`src/rtl/mmio_uart_pkg.sv`:
```
package mmio_uart_pkg;
  // word index of each register inside the window (addr_i[11:2])
  localparam logic [9:0] IDX_TX   = 10'd0;
  localparam logic [9:0] IDX_RX   = 10'd1;
  localparam logic [9:0] IDX_STAT = 10'd2;

  typedef enum logic [1:0] {
    RX_IDLE,
    RX_START,
    RX_DATA,
    RX_STOP
  } rx_state_e;
endpackage

```
`src/rtl/mmio_uart_tx.sv`:
```
module mmio_uart_tx #(
  parameter int CPB = 434
) (
  input  logic       clk_i,
  input  logic       rst_ni,
  input  logic       start_i,
  input  logic [7:0] data_i,
  output logic       busy_o,
  output logic       tx_o
);
  localparam int CW = (CPB > 1) ? $clog2(CPB) : 1;
  localparam logic [CW-1:0] LAST = CW'(CPB - 1);

  logic [9:0]    sh_q;
  logic [3:0]    bit_q;
  logic [CW-1:0] cnt_q;
  logic          busy_q;

  always_ff @(posedge clk_i or negedge rst_ni) begin
    if (!rst_ni) begin
      sh_q   <= '1;
      bit_q  <= '0;
      cnt_q  <= '0;
      busy_q <= 1'b0;
    end else if (!busy_q) begin
      if (start_i) begin
        sh_q   <= {1'b1, data_i, 1'b0};
        bit_q  <= '0;
        cnt_q  <= '0;
        busy_q <= 1'b1;
      end
    end else if (cnt_q == LAST) begin
      cnt_q <= '0;
      if (bit_q == 4'd9) begin
        busy_q <= 1'b0;
      end else begin
        sh_q  <= {1'b1, sh_q[9:1]};
        bit_q <= bit_q + 4'd1;
      end
    end else begin
      cnt_q <= cnt_q + 1'b1;
    end
  end

  assign busy_o = busy_q;
  assign tx_o   = busy_q ? sh_q[0] : 1'b1;
endmodule

```
`src/rtl/mmio_uart_rx.sv`:
```
module mmio_uart_rx
  import mmio_uart_pkg::*;
#(
  parameter int CPB = 434
) (
  input  logic       clk_i,
  input  logic       rst_ni,
  input  logic       rx_i,
  output logic       push_o,
  output logic [7:0] data_o
);
  localparam int CW = (CPB > 1) ? $clog2(CPB) : 1;
  localparam logic [CW-1:0] LAST = CW'(CPB - 1);
  localparam logic [CW-1:0] HALF = CW'((CPB / 2 > 0) ? CPB / 2 - 1 : 0);

  logic [1:0]    sync_q;
  logic          rx_s;
  rx_state_e     st_q;
  logic [CW-1:0] cnt_q;
  logic [2:0]    bit_q;
  logic [7:0]    sh_q;
  logic          push_q;

  always_ff @(posedge clk_i or negedge rst_ni) begin
    if (!rst_ni) sync_q <= 2'b11;
    else         sync_q <= {sync_q[0], rx_i};
  end
  assign rx_s = sync_q[1];

  always_ff @(posedge clk_i or negedge rst_ni) begin
    if (!rst_ni) begin
      st_q   <= RX_IDLE;
      cnt_q  <= '0;
      bit_q  <= '0;
      sh_q   <= '0;
      push_q <= 1'b0;
    end else begin
      push_q <= 1'b0;
      unique case (st_q)
        RX_IDLE: if (!rx_s) begin
          st_q  <= RX_START;
          cnt_q <= '0;
        end
        RX_START: if (cnt_q == HALF) begin
          // start must still be low at its midpoint
          st_q  <= rx_s ? RX_IDLE : RX_DATA;
          cnt_q <= '0;
          bit_q <= '0;
        end else cnt_q <= cnt_q + 1'b1;
        RX_DATA: if (cnt_q == LAST) begin
          cnt_q <= '0;
          sh_q  <= {rx_s, sh_q[7:1]};
          bit_q <= bit_q + 3'd1;
          if (bit_q == 3'd7) st_q <= RX_STOP;
        end else cnt_q <= cnt_q + 1'b1;
        RX_STOP: if (cnt_q == LAST) begin
          st_q   <= RX_IDLE;
          push_q <= rx_s;
        end else cnt_q <= cnt_q + 1'b1;
        default: st_q <= RX_IDLE;
      endcase
    end
  end

  assign push_o = push_q;
  assign data_o = sh_q;
endmodule

```
`src/rtl/mmio_uart_fifo.sv`:
```
module mmio_uart_fifo #(
  parameter int DEPTH = 8,
  parameter int CNTW  = $clog2(DEPTH + 1)
) (
  input  logic            clk_i,
  input  logic            rst_ni,
  input  logic            push_i,
  input  logic [7:0]      data_i,
  input  logic            pop_i,
  output logic [7:0]      head_o,
  output logic            empty_o,
  output logic [CNTW-1:0] cnt_o
);
  localparam int AW = (DEPTH > 1) ? $clog2(DEPTH) : 1;
  localparam logic [AW-1:0]   PTR_LAST = AW'(DEPTH - 1);
  localparam logic [CNTW-1:0] FULL_CNT = CNTW'(DEPTH);

  logic [7:0]      mem_q [DEPTH];
  logic [AW-1:0]   wp_q, rp_q;
  logic [CNTW-1:0] cnt_q;
  logic            do_push, do_pop;

  assign do_push = push_i && (cnt_q != FULL_CNT);
  assign do_pop  = pop_i && (cnt_q != '0);

  always_ff @(posedge clk_i) begin
    if (do_push) mem_q[wp_q] <= data_i;
  end

  always_ff @(posedge clk_i or negedge rst_ni) begin
    if (!rst_ni) begin
      wp_q  <= '0;
      rp_q  <= '0;
      cnt_q <= '0;
    end else begin
      if (do_push) wp_q <= (wp_q == PTR_LAST) ? '0 : wp_q + 1'b1;
      if (do_pop)  rp_q <= (rp_q == PTR_LAST) ? '0 : rp_q + 1'b1;
      if (do_push && !do_pop)      cnt_q <= cnt_q + 1'b1;
      else if (do_pop && !do_push) cnt_q <= cnt_q - 1'b1;
    end
  end

  assign head_o  = mem_q[rp_q];
  assign empty_o = (cnt_q == '0);
  assign cnt_o   = cnt_q;
endmodule

```
`src/rtl/mmio_uart.sv`:
```
module mmio_uart
  import mmio_uart_pkg::*;
#(
  parameter int CLK_HZ     = 50_000_000,
  parameter int BAUD       = 115_200,
  parameter int FIFO_DEPTH = 8
) (
  input  logic        clk_i,
  input  logic        rst_ni,
  input  logic        valid_i,
  input  logic        write_i,
  input  logic [11:0] addr_i,
  input  logic [31:0] wdata_i,
  output logic        ready_o,
  output logic [31:0] rdata_o,
  input  logic        rx_i,
  output logic        tx_o
);
  localparam int CPB  = CLK_HZ / BAUD;
  localparam int CNTW = $clog2(FIFO_DEPTH + 1);

  logic            ready_q;
  logic [31:0]     rdata_q;
  logic            acc, aligned;
  logic            tx_busy, rx_push, rx_avail, fifo_empty;
  logic [7:0]      rx_byte, fifo_head;
  logic [CNTW-1:0] fifo_cnt;
  logic            unused_wdata;

  assign unused_wdata = ^wdata_i[31:8];
  assign acc      = valid_i && !ready_q;
  assign aligned  = (addr_i[1:0] == 2'b00);
  assign rx_avail = !fifo_empty;

  mmio_uart_tx #(.CPB(CPB)) u_tx (
    .clk_i  (clk_i),
    .rst_ni (rst_ni),
    .start_i(acc && write_i && aligned && addr_i[11:2] == IDX_TX),
    .data_i (wdata_i[7:0]),
    .busy_o (tx_busy),
    .tx_o   (tx_o)
  );

  mmio_uart_rx #(.CPB(CPB)) u_rx (
    .clk_i (clk_i),
    .rst_ni(rst_ni),
    .rx_i  (rx_i),
    .push_o(rx_push),
    .data_o(rx_byte)
  );

  mmio_uart_fifo #(.DEPTH(FIFO_DEPTH), .CNTW(CNTW)) u_fifo (
    .clk_i  (clk_i),
    .rst_ni (rst_ni),
    .push_i (rx_push),
    .data_i (rx_byte),
    .pop_i  (acc && !write_i && aligned && addr_i[11:2] == IDX_RX),
    .head_o (fifo_head),
    .empty_o(fifo_empty),
    .cnt_o  (fifo_cnt)
  );

  always_ff @(posedge clk_i or negedge rst_ni) begin
    if (!rst_ni) begin
      ready_q <= 1'b0;
      rdata_q <= '0;
    end else begin
      ready_q <= acc;
      if (acc) begin
        rdata_q <= '0;
        if (!write_i && aligned) begin
          unique case (addr_i[11:2])
            IDX_RX:   rdata_q <= {24'd0, fifo_empty ? 8'd0 : fifo_head};
            IDX_STAT: rdata_q <= {30'd0, rx_avail, tx_busy};
            default:  rdata_q <= '0;
          endcase
        end
      end
    end
  end

  assign ready_o = ready_q;
  assign rdata_o = rdata_q;
endmodule

```
`config.mk`:
```
export PLATFORM = sky130hd
export DESIGN_NAME = mmio_uart
export DESIGN_NICKNAME = d
export VERILOG_FILES = /design/src/rtl/mmio_uart_pkg.sv /design/src/rtl/mmio_uart_tx.sv /design/src/rtl/mmio_uart_rx.sv /design/src/rtl/mmio_uart_fifo.sv /design/src/rtl/mmio_uart.sv
export SDC_FILE = /design/constraint.sdc
export NUM_CORES = 1
export LEC_CHECK = 0
export BUFFER_PORTS_ARGS = -buffer_cell sky130_fd_sc_hd__buf_4
export CORE_UTILIZATION = 45
export CTS_CLUSTER_SIZE = 14
export DETAILED_ROUTE_END_ITERATION = 6
export PLACE_DENSITY = 0.7
export RECOVER_POWER = 25
export SLEW_MARGIN = 30
export SYNTH_ARGS = -nofsm -noshare
export SYNTH_HDL_FRONTEND = slang
export SYNTH_SLANG_ARGS = --single-unit
```
`constraint.sdc`:
```
create_clock -name clk_i -period 7.3 [get_ports clk_i]
set_clock_uncertainty 0.2 [all_clocks]
set_input_delay 1.095 -clock clk_i [delete_from_list [all_inputs] [get_ports clk_i]]
set_output_delay 1.095 -clock clk_i [all_outputs]
set_load 0.02 [all_outputs]
```
After elaboration in Yosys (flattened, before gate mapping). Memories as Yosys holds them, arrays and structs flattened. Index checks and enable logic that the tools add are counted.

Register bits after elaboration: 92. Memory bits (writable): 64. Output and inout bits: 34. Memories: 1.

Memories: u_fifo.mem_q (depth 8, width 8, read ports 1, clocked after memory_dff 0, wr ports 1, line mmio_uart_fifo.sv:18) `logic [7:0] mem_q [DEPTH];`.

Add/sub/neg operators: 8. Eq/ne operators: 21. Mux-type cells: 42. Reductions and logical operators: 30.

Operators by type and width (number): 2-to-1 mux 9 bit (7); 2-to-1 mux 10 bit (4); case mux 9 bit (4 select lines) (1); 2-to-1 mux 4 bit (6); adder 9 x 1 -> 9 bit (second input constant) (2); equality test 9 bit (second input constant) (2); 2-to-1 mux 8 bit (2); case mux 8 bit (2 select lines) (1); logical AND 1 bit (12); 2-to-1 mux 2 bit (6); 2-to-1 mux 3 bit (4); equality test 10 x 1 -> 1 bit (second input constant) (1); equality test 10 x 2 -> 1 bit (second input constant) (1); zero test 10 bit (1); adder 3 x 1 -> 3 bit (second input constant) (3); equality test 3 bit (second input constant) (3); equality test 9 x 8 -> 1 bit (second input constant) (1); 2-to-1 mux 1 bit (9); adder 4 x 1 -> 4 bit (second input constant) (2); inequality test 2 x 1 -> 1 bit (second input constant) (4); inequality test 2 bit (second input constant) (4); case mux 2 bit (4 select lines) (1); case mux 3 bit (2 select lines) (1); AND reduction 3 bit (2); other kinds (12) (21).

Logic depth before layout (Yosys ltp). Gate-level depths: netlist of run 1.

Word-level depth: 9. Mapped depth: 13. Mapped depth without buffers: 12.

Modules after synthesis. Synthesis of run 1 repeated with hierarchy kept, for this count alone.

Cells, all modules: 467. Area, all modules: 6414.9 µm².

Modules (own cells, without submodules): mmio_uart_fifo (instances 1, cells each 157, area each 3166.8 µm²); mmio_uart_rx (instances 1, cells each 125, area each 1320.0 µm²); mmio_uart_tx (instances 1, cells each 124, area each 1267.5 µm²); mmio_uart (instances 1, cells each 61, area each 660.6 µm²).

Worst setup path after synthesis of run 1. OpenSTA, ideal clock, no wires.

Path type: input port to flip-flop. From: input addr_i[5]. To: register u_fifo.cnt_q[3], in the netlist u_fifo.cnt_o[3]. Library setup time: 0.125 ns. Arrival: 3.063 ns. Required time: 6.975 ns. Slack: 3.912 ns. Stages: 13. Path through: nor4b_4 nand3_1 nor2_2 nand4b_2 buf_6 ha_1 inv_1 ha_1 a21o_1 a21oi_1 xnor2_1 nor2_1 xor2_1.

Longest elaborated chain between the ends: 6. Elaborated cells on any way between the ends: 8. Those cells by class: 1 x eq/ne; 1 x mux; 6 x reduce/logical.

Ends and longest elaborated chain: start, declared (line mmio_uart.sv:12) `input logic [11:0] addr_i,`; equality test 10 x 1 -> 1 bit (*) (line mmio_uart.sv:57) `.pop_i (acc && !write_i && aligned && addr_i[11:2] == IDX_RX),`; logical AND 1 bit (*) (line mmio_uart.sv:57); logical AND 1 bit (*) (line mmio_uart_fifo.sv:24) `assign do_pop = pop_i && (cnt_q != '0);`; zero test 1 bit (line mmio_uart_fifo.sv:38) `if (do_push && !do_pop) cnt_q <= cnt_q + 1'b1;`; logical AND 1 bit (line mmio_uart_fifo.sv:38); 2-to-1 mux 4 bit or nonzero test 2 bit (tied branches); end signal, assigned (line mmio_uart_fifo.sv:38); end signal, assigned (line mmio_uart_fifo.sv:39) `else if (do_pop && !do_push) cnt_q <= cnt_q - 1'b1;`; end, declared (line mmio_uart_fifo.sv:20) `logic [CNTW-1:0] cnt_q;`.

Every way passes the cells marked *; elsewhere a longest branch is shown, timed or not. A chain may end at the register's enable or synchronous reset.

==> results.md, run 1 <==
* Worst hold path class: flop to flop
* Gpl congestion at 0.788
* # port buffers at 34
* Largest family of logic cells by synthesized area: simple AND/OR/NAND/NOR gates
* Commonest non-fill, non-tap cell in the layout: edfxtp_1
* Post-Synth XOR/XNOR Area at 2.00%
* Routed WL at 10.6 mm
* Final period util at 55.8%
* Non-Filler Instances at 695
* Tmin final at 4.08 ns
* Syn avg cell area at 13.3 um2
* Final hold vios at 0
* Share of cells above drive strength 1 at 22.9%
* Post-cts sizing count at 0
* Nets at 577
* Seq/Total Area, Yosys at 58.8%
* CP max FO at 67
* Die area at 0.0141 mm2
* WP data required at 6.81 ns
* Clock Path Buffers at 2
* Sink Count at 131
* CP max stage delay at 2.46 ns
* Gr ovfl total at 0
* Crit-path cells: clkbuf_1
* Pwr dens at 239 mW/mm2
* Tot GR Track Use at 16.6%
* Storage cell area at 0.00361 mm2
* # setup viols final at 0
* Core Region at 0.0133 mm2
* Crit Path Class: primary input to asynchronous set/reset pin
* Post-synthesis mux area share at 11.3%
* Cell family with most CP delay: buffers and inverters
* Routed length per placed instance at 15.2 um
* Die X at 119 um
* Post-Synth Adder-Cell Area at 4.60%
* Dpl cells at 663
* DR iter-0 viols at 296
* Buffer count from post-CTS setup fixing at 0
* Failing checks: max-capacitance violations, max-slew violations
* Final HPWL DP at 6.98 mm
* Post-synth cell types at 55
* Setup crit start kind: primary input
* EDFF count, synth at 64
* Critical Path End Type: asynchronous set/reset pin
* Yosys warning count at 0
* Fill count at 1094
* Avg Vias per Cell at 5.29
* Initial Util at 46.2%
* Status: complete, but fails checks
* Slew HR at -136%
* Total clock buffers created by CTS at 17
* Worst Path Buf+Inv at 1
* CP max stage cell: clkbuf_1
* Async set or reset register ratio after synthesis at 51.1%
* Pleak at 0.00268 uW
* Vias in the first global route at 3620
* # DRC at 0
* Ports at 83
* Post-synthesis simple-gate area fraction at 12.1%
* Unrepaired setup endpoints after global routing: false
* Antenna diodes at 0
* Initial antenna violation count at 0
* Final antenna-violating net count at 0
* Fmax at 245 MHz
* Yosys reg bits at 131
* Hold Buf Count CTS at 0
* Synth Area in Compound Gates at 6.43%
* Routed vias at 3678
* MaxCap Viol Count at 1
* Commonest non-fill, non-tap cells in the layout: 64 x edfxtp_1, 56 x dfrtp_1, 42 x nand2_1
* Pwr Total at 1700 uW
* Maximum vdd ir drop at 0.000172 V
* Die Y at 119 um
* First-pass GRT wire length at 17.9 mm
* CTS tree: done
* Worst EP arrival at 3.59 ns
* Post-synth top flop: edfxtp_1
* Clock slew at reported path FFs at 0.06 ns
* Largest net degree at the start of global routing at 68
* H-tree levels at 4
* Max-slew violations at 68
* Fin Setup TNS at 0 ns
* Clk root buf: clkbuf_16
* Syn Inst Count at 463
* Syn-to-layout area delta at 15.7%
* Clock latency on the worst-skew pair at 0.41 ns
* Post-Syn Area at 0.00615 mm2
* Initial DRT Pass Iterations at 6
* FP Rows at 42
* Footprint of the multi-input gates at 0.00233 mm2
* Worst Tran Pin Value at 3.54 ns
power by group:
group	internal, uW	total, uW	switching, uW	leakage, uW
clock network	575	891	316	0.000302
registers	771	772	0.992	0.00129
logic	10.4	34.9	24.5	0.00109
total	1360	1700	342	0.00268
kinds of logic after synthesis:
kind of cell	after synthesis
AO/OA/AOI/OAI	64
XOR/XNOR	14
adder cells (fa/ha/maj)	22
buffers and inverters	48
flip-flops	131
multiplexers	47
other	1
AND/OR/NAND/NOR	136
registers in the layout, summed over array words and instances, names as in the netlist, 4 cells and up, named ones only:
name and count:
u_tx.cnt_q 9, rdata_o 8, u_fifo.mem_q 64, u_rx.cnt_q 9
u_tx.bit_q 4, u_rx.data_o 8, u_tx.sh_q 9, u_fifo.cnt_o 4
path summary, 6_finish.rpt:
| check | from | endpoint | slack (ns) | cells after the start |
|---|---|---|---|---|
| min in group asynchronous | rst_ni | u_tx.bit_q[0] | 1.69 | 1 |
| max in group clk_i | addr_i[8] | u_fifo.cnt_o[3] | 3.87 | 13 |
| worst max-delay path | rst_ni | u_rx.data_o[1] | 3.22 | 1 |
| worst min-delay path | u_rx.sync_q[0] | u_rx.sync_q[1] | 0.16 | 0 |
| worst max register to register | ready_o | u_fifo.cnt_o[3] | 4.30 | 12 |
| worst min register to register | u_rx.sync_q[0] | u_rx.sync_q[1] | 0.16 | 0 |
cell type report:
cell class                      count  area share, %
Inverter                           12          0.634
Tap cell                          176           3.10
Timing Repair Buffer               37           3.85
Clock inverter                     15           2.87
Multi-Input combinational cell    307           32.7
Sequential cell                   131           50.8
Clock buffer                       17           5.98
cell usage after synthesis, drive strengths merged, types with 3 or more instances:
library cell,number,area (um2)
a211oi,9,72.6
mux2i,19,190
buf,31,229
xor2,11,96.3
nand2b,12,75.1
xnor2,3,26.3
o21ai,36,180
mux4,16,360
mux2,12,143
dfrtp,56,1400
clkbuf,5,18.8
nand4b,4,41.3
nand3,9,45.0
nand4,5,37.5
nor2,31,119
a31oi,3,18.8
edfxtp,64,1920
inv,11,41.3
ha,21,263
and3,7,43.8
nor3,12,60.1
nand2,43,164
dfstp,11,289
a21oi,8,40.0
layer usage:
metal	vias up	GRT usage, %	part of all wire, %
met4	0	6.88	1.3
met5	-	0	0
met1	1850	21.6	46
met2	76	26.3	49
li1	1741	-	-
met3	11	4.50	3.4
per-stage QoR:
stage / instance area [um2] / worst slack (ns) / utilization, % / hold WS (ns)
after floorplan: 6230 / 3.91 / - / 0.145
after global placement: 6480 / 3.45 / 48.8 / 0.146
after detailed placement: 6480 / 3.43 / 48.8 / 0.147
after CTS: 7110 / 3.87 / 53.5 / 0.155
after global routing: 7110 / 2.43 / 53.5 / 0.160
final: 7110 / 3.22 / 53.5 / 0.156
Power figures use the tool's default switching activity.
==> inputs of run 2 (changes only) <==
--- a/config.mk
+++ b/config.mk
@@ -9,7 +9,7 @@
 export CORE_UTILIZATION = 45
 export CTS_CLUSTER_SIZE = 14
 export DETAILED_ROUTE_END_ITERATION = 6
-export PLACE_DENSITY = 0.7
+export PLACE_DENSITY = 0.72
 export RECOVER_POWER = 25
 export SLEW_MARGIN = 30
 export SYNTH_ARGS = -nofsm -noshare
==> constraint.sdc (replaced) <==
create_clock -name clk_i -period 3.3 [get_ports clk_i]
set_clock_uncertainty 0.2 [all_clocks]
set_input_delay 0.495 -clock clk_i [delete_from_list [all_inputs] [get_ports clk_i]]
set_output_delay 0.495 -clock clk_i [all_outputs]
set_load 0.02 [all_outputs]
==> run 2 against run 1 <==
  * The run still ends with max-capacitance violations, max-slew violations left
  * Total power is 110% higher
  * Sequential power is 120% higher
  * Largest power group unchanged
  * Global-route usage is 0.57 points higher
  * Cell count is 0.58% higher
  * Utilization is 0.057 points higher
  * Sequential share of layout area is 0.054 points lower
  * Non-clock buffer count is 4 higher
  * Worst setup slack worse by 2.6 ns
  * Die area stayed put
  * Via count is 1.1% higher
  * Combinational power is 130% higher
  * Hold slack hardly changed
==> results.md, run 2 (same netlist as run 1, synthesis figures left out) <==
* Core Util, Final at 53.5% (+0.057 points)
* Routed WL at 10.8 mm (+1.9%)
* CP max stage cell: dfrtp_1
* Combinational power share at 2.2% (about the same)
* Clock Path Buffers at 2 (unchanged)
* Pleak at 0.00269 uW (+0.40%)
* Share of cells above drive strength 1 at 22.9% (about the same)
* Commonest non-fill, non-tap cells in the layout: 64 x edfxtp_1, 56 x dfrtp_1, 42 x nand2_1
* Final antenna-violating net count at 0 (unchanged)
* Setup crit start kind: flop
* Avg Vias per Cell at 5.32 (+0.51%)
* Storage cell area at 0.00361 mm2 (unchanged)
* # DRC at 0 (unchanged)
* Vias in the first global route at 3787 (+4.6%)
* CP max stage delay at 0.41 ns (-2.05 ns)
* Gr ovfl total at 0 (unchanged)
* Ports at 83 (unchanged)
* Setup WS post-layout at 0.615 ns (-2.61 ns)
* Gpl congestion at 0.818 (+3.8%)
* Routed vias at 3718 (+1.1%)
* Unrepaired setup endpoints after global routing: false
* Max-slew violations at 68 (unchanged)
* Sink Count at 131 (unchanged)
* Int Power at 2910 uW (+110%)
* Clock slew at reported path FFs at 0.06 ns (about the same)
* Antenna diodes at 0 (unchanged)
* Worst Path Buf+Inv at 1 (unchanged)
* Total clock buffers created by CTS at 17 (unchanged)
* CP max FO at 3 (-96%)
* Clk root buf: clkbuf_16
* Initial antenna violation count at 0 (unchanged)
* Die X at 119 um (unchanged)
* MaxCap Viol Count at 1 (unchanged)
* Routed length per placed instance at 15.4 um (+1.3%)
* Pwr dens at 512 mW/mm2 (+110%)
* Die Y at 119 um (unchanged)
* Largest net degree at the start of global routing at 68 (unchanged)
* FP Rows at 42 (unchanged)
* Switching pwr at 733 uW (+110%)
* Pre-CTS setup slack at 0.350 ns (-3.08 ns)
* Clock power frac at 50.9% (-1.6 points)
* # setup viols final at 0 (unchanged)
* Fmax at 372 MHz
* Fin Setup TNS at 0 ns (unchanged)
* Worst Tran Pin Value at 1.68 ns (-1.86 ns)
* Status: complete, but fails checks
* DR iter-0 viols at 282 (-4.7%)
* Crit Path Class: flop to flop
* Footprint of the multi-input gates at 0.00234 mm2 (+0.43%)
* H-tree levels at 4 (unchanged)
* Maximum vdd ir drop at 0.000398 V (+130%)
* CTS tree: done
* Cell family with most CP delay: simple AND/OR/NAND/NOR gates
* Crit-path cells: nor4b_4 > nand3_1 > nor2_2 > nand4b_2 > ha_1 > inv_1 > ha_1 > a21o_1 > a21oi_1 > xnor2_1 > nor2_1 > xor2_1
* Most common cell on crit path: ha_1
* Sequential group share of total power at 46.9% (+1.4 points)
* Failing checks: max-capacitance violations, max-slew violations
* Clock latency on the worst-skew pair at 0.41 ns (about the same)
* Commonest non-fill, non-tap cell in the layout: edfxtp_1
* Max reg flops at 64 (unchanged)
* First-pass GRT wire length at 18.5 mm (+3.6%)
* Initial Util at 46.2% (unchanged)
* Initial DRT Pass Iterations at 5 (-1)
* Final period util at 81.4%
* Final HPWL DP at 7.13 mm (+2.3%)
* Tmin final at 2.69 ns
* WP data required at 3.40 ns (-3.41 ns)
* Core Region at 0.0133 mm2 (unchanged)
* Worst hold path class: flop to flop
* Biggest register: u_fifo.mem_q
* Non-Filler Instances at 699 (+0.58%)
* Dpl cells at 665 (+0.30%)
* Fill count at 1078 (-1.5%)
* Nets at 581 (+0.69%)
* Worst EP arrival at 2.78 ns (-0.81 ns)
* Critical Path End Type: flop
* Slew HR at -11.8% (+120 points)
* Switch share at 20.1% (-0.022 points)
* Tot GR Track Use at 17.1% (+0.57 points)
* Die area at 0.0141 mm2 (unchanged)
* Final hold vios at 0 (unchanged)
* # port buffers at 34 (unchanged)
* Pwr Total at 3650 uW (+110%)
* Syn-to-layout area delta at 15.8%
-- run 2: cell count changes in the layout (fill, tap and decap cells not counted), sizes merged --
cell,previous run,this run
clkinv,5,8
buf,35,37
dlygate4sd3,0,2
inv,15,13
bufinv,4,3
clkbuf,19,20
clkinvlp,3,2
-- run 2: path summary, 6_finish.rpt --
kind                                start               to  slack, ns  cells after the start
max                               ready_o  u_fifo.cnt_o[3]       0.61                     12
min                        u_rx.sync_q[0]   u_rx.sync_q[1]       0.16                      0
max reg2reg                       ready_o  u_fifo.cnt_o[3]       0.61                     12
min reg2reg                u_rx.sync_q[0]   u_rx.sync_q[1]       0.16                      0
max in group asynchronous          rst_ni   u_rx.data_o[1]       1.05                      2
min in group asynchronous          rst_ni    u_tx.bit_q[0]       0.85                      2
-- run 2: timing repair --
action                    4_1_cts  5_1_grt
hold endpoints to repair        1       56
setup buffers                   0        0
gates resized for setup         0        0
hold buffers                    1        1
-- run 2: cell type report --
class                           count  share of cell area (%)
Inverter                           12                   0.633
Clock inverter                     14                    2.27
Tap cell                          176                    3.09
Clock buffer                       18                    6.03
Multi-Input combinational cell    307                    32.8
Sequential cell                   131                    50.8
Timing Repair Buffer               41                    4.36
-- run 2: power groups by stage --
stage	logic [uW]	registers (uW)	clock network [uW]
floorplan	53.8	1740	0
global placement	78.0	1740	0
detailed placement	79.4	1740	0
CTS	80.7	1710	1890
global route	88.7	1710	1970
finish	80.2	1710	1860
-- run 2: through the flow --
step	cell area [um2]	hold slack (ns)
3_5_place_dp	6510	0.147
2_1_floorplan	6230	-0.000591
3_3_place_gp	6500	0.147
6_report	7120	0.156
5_1_grt	7120	0.155
4_1_cts	7110	0.0160
-- run 2: layer usage --
metal	track usage, %	routed length (um)	share of wire (%)
met1	22.0	4860	45
met2	27.0	5260	49
met3	4.93	523	4.9
met4	7.75	136	1.3
met5	0	0	0
==> inputs of run 3 (changes only) <==
==> constraint.sdc (replaced) <==
create_clock -name clk_i -period 2.4 [get_ports clk_i]
set_clock_uncertainty 0.2 [all_clocks]
set_input_delay 0.36 -clock clk_i [delete_from_list [all_inputs] [get_ports clk_i]]
set_output_delay 0.36 -clock clk_i [all_outputs]
set_load 0.02 [all_outputs]
==> run 3 against run 2 <==
  * The flow finishes with violations (negative setup slack)
  * Sequential share of layout area fell by 1.4 points
  * Clock-buffer cell count rose by 1
  * Register-to-register slack got worse by 0.69 ns
  * Clock power rose by 28%
  * Total power rose by 33%
  * Highest routed layer unchanged
  * Non-clock buffer count rose by 24
  * Cell count rose by 3.4%
==> results.md, run 3 (same netlist as run 1, synthesis figures left out) <==
* # port buffers at 34 (unchanged)
* Gr ovfl total at 0 (unchanged)
* Crit Path Class: flop to flop
* Routed length per placed instance at 15.6 um (+1.3%)
* CP max stage delay at 0.42 ns (about the same)
* Tmin final at 2.47 ns (-0.212 ns)
* MaxCap Viol Count at 0 (-1)
* Initial Util at 46.2% (unchanged)
* Slew HR at 39.7% (+51 points)
* DR iter-0 viols at 236 (-16%)
* Worst Tran Pin Value at 0.905 ns (-0.772 ns)
* Final antenna-violating net count at 0 (unchanged)
* First-pass GRT wire length at 18.8 mm (+1.6%)
* Vias in the first global route at 3848 (+1.6%)
* CTS tree: done
* Non-Filler Instances at 723 (+3.4%)
* Commonest non-fill, non-tap cells in the layout: 64 x edfxtp_1, 60 x buf_4, 55 x dfrtp_1
* Die Y at 119 um (unchanged)
* Clock Path Buffers at 2 (unchanged)
* Routed vias at 3792 (+2.0%)
* Failing checks: negative setup slack
* WP data required at 2.50 ns (-0.90 ns)
* Syn-to-layout area delta at 19.1%
* Fmax at 404 MHz (+8.6%)
* Sink Count at 131 (unchanged)
* Maximum vdd ir drop at 0.000566 V (+42%)
* # setup viols final at 2 (+2)
* Worst hold margin at 0.0684 ns (-0.0873 ns)
* Max reg flops at 64 (unchanged)
* Worst hold path class: primary input to flop
* Biggest register: u_fifo.mem_q
* Largest net degree at the start of global routing at 35 (-49%)
* Crit-path cells: nor4b_4 > nand3_2 > nor2_4 > nand4b_4 > ha_4 > inv_4 > ha_4 > a21o_1 > a21oi_2 > xnor2_1 > nor2_1 > xor2_1
* Worst EP arrival at 2.58 ns (-0.20 ns)
* Clock slew at reported path FFs at 0.06 ns (about the same)
* Die X at 119 um (unchanged)
* Nets at 605 (+4.1%)
* Share of cells above drive strength 1 at 27.8% (+4.8 points)
* Commonest non-fill, non-tap cell in the layout: edfxtp_1
* Tot GR Track Use at 17.6% (+0.48 points)
* Unrepaired setup endpoints after global routing: true
* Die area at 0.0141 mm2 (unchanged)
* Ports at 83 (unchanged)
* Setup WS post-layout at -0.0727 ns (-0.688 ns)
* CP max FO at 3 (unchanged)
* Final HPWL DP at 7.46 mm (+4.5%)
* Fin Setup TNS at -0.0748 ns (-0.0748 ns)
* Total clock buffers created by CTS at 17 (unchanged)
* Pwr dens at 664 mW/mm2 (+30%)
* Initial antenna violation count at 0 (unchanged)
* CP max stage cell: dfrtp_2
* Status: complete, but fails checks
* Max-slew violations at 0 (-100%)
* Gpl congestion at 0.788 (-3.7%)
* Initial DRT Pass Iterations at 4 (-1)
* Final hold vios at 0 (unchanged)
* Pre-CTS setup slack at -0.245 ns (-0.595 ns)
* Critical Path End Type: flop
* Final period util at 103% (+22 points)
* Core Region at 0.0133 mm2 (unchanged)
* Pleak at 0.00281 uW (+4.4%)
* Setup crit start kind: flop
* Antenna diodes at 0 (unchanged)
* Clock latency on the worst-skew pair at 0.42 ns (about the same)
* Avg Vias per Cell at 5.24 (-1.4%)
* Most common cell on crit path: ha_4
* Dpl cells at 685 (+3.0%)
* Routed WL at 11.3 mm (+4.7%)
* # DRC at 0 (unchanged)
* Core Util, Final at 55.1% (+1.6 points)
* H-tree levels at 4 (unchanged)
* Clk root buf: clkbuf_16
* FP Rows at 42 (unchanged)
-- run 3: critical path: cells and delay by family (launching register included) --
family | cells | cell delay (ns)
xor+xnor | 2 | 0.26
simple gates | 5 | 0.71
flops | 1 | 0.42
compound gates | 2 | 0.32
fa+ha+maj | 2 | 0.37
buf+inv | 1 | 0.06
-- run 3: area by class of cell --
type                    instances  area [um2]
fillers                      1040        5970
flip-flops and latches        131        3610
multi-input cells             307        2390
repair buffers                 65         503
clock buffers                  19         443
well taps                     176         220
clock inverters                13         108
inverters                      12        47.5
-- run 3: worst paths after layout --
check,start,to,slack (ns),depth (start not counted)
worst max-delay path,ready_o,u_fifo.cnt_o[3],-0.07,12
worst min-delay path,wdata_i[7],u_tx.sh_q[8],0.07,3
worst max register to register,ready_o,u_fifo.cnt_o[3],-0.07,12
worst min register to register,u_rx.sync_q[0],u_rx.sync_q[1],0.15,0
max in group asynchronous,rst_ni,u_rx.sync_q[0],0.83,3
min in group asynchronous,rst_ni,u_tx.bit_q[1],0.41,2
-- run 3: metrics by stage --
step                      area, um2  power (uW)
after floorplan                6270        2470
after global placement         6700        2510
after detailed placement       6710        2510
after CTS                      7300        4910
after global routing           7320        5010
final                          7320        4860
-- run 3: layer usage --
| metal | GRT usage, % | up-vias | share of wire, % |
|---|---|---|---|
| li1 | - | 1789 | - |
| met1 | 21.8 | 1877 | 44 |
| met2 | 28.3 | 105 | 49 |
| met3 | 5.41 | 21 | 5.4 |
| met4 | 8.31 | 0 | 2.1 |
| met5 | 0 | - | 0 |
-- run 3: report_power, final --
part	internal (uW)	switching (uW)	total [uW]
Combinational	42.6	78.8	121
Clock	1440	945	2390
Sequential	2350	2.63	2350
-- run 3: what timing repair did --
action	in CTS	in global routing
pin swaps	9	0
gates cloned	0	0
gates resized for setup	0	3
setup endpoints to repair	3	11
setup buffers	3	1
hold buffers	2	0
hold endpoints to repair	27	0
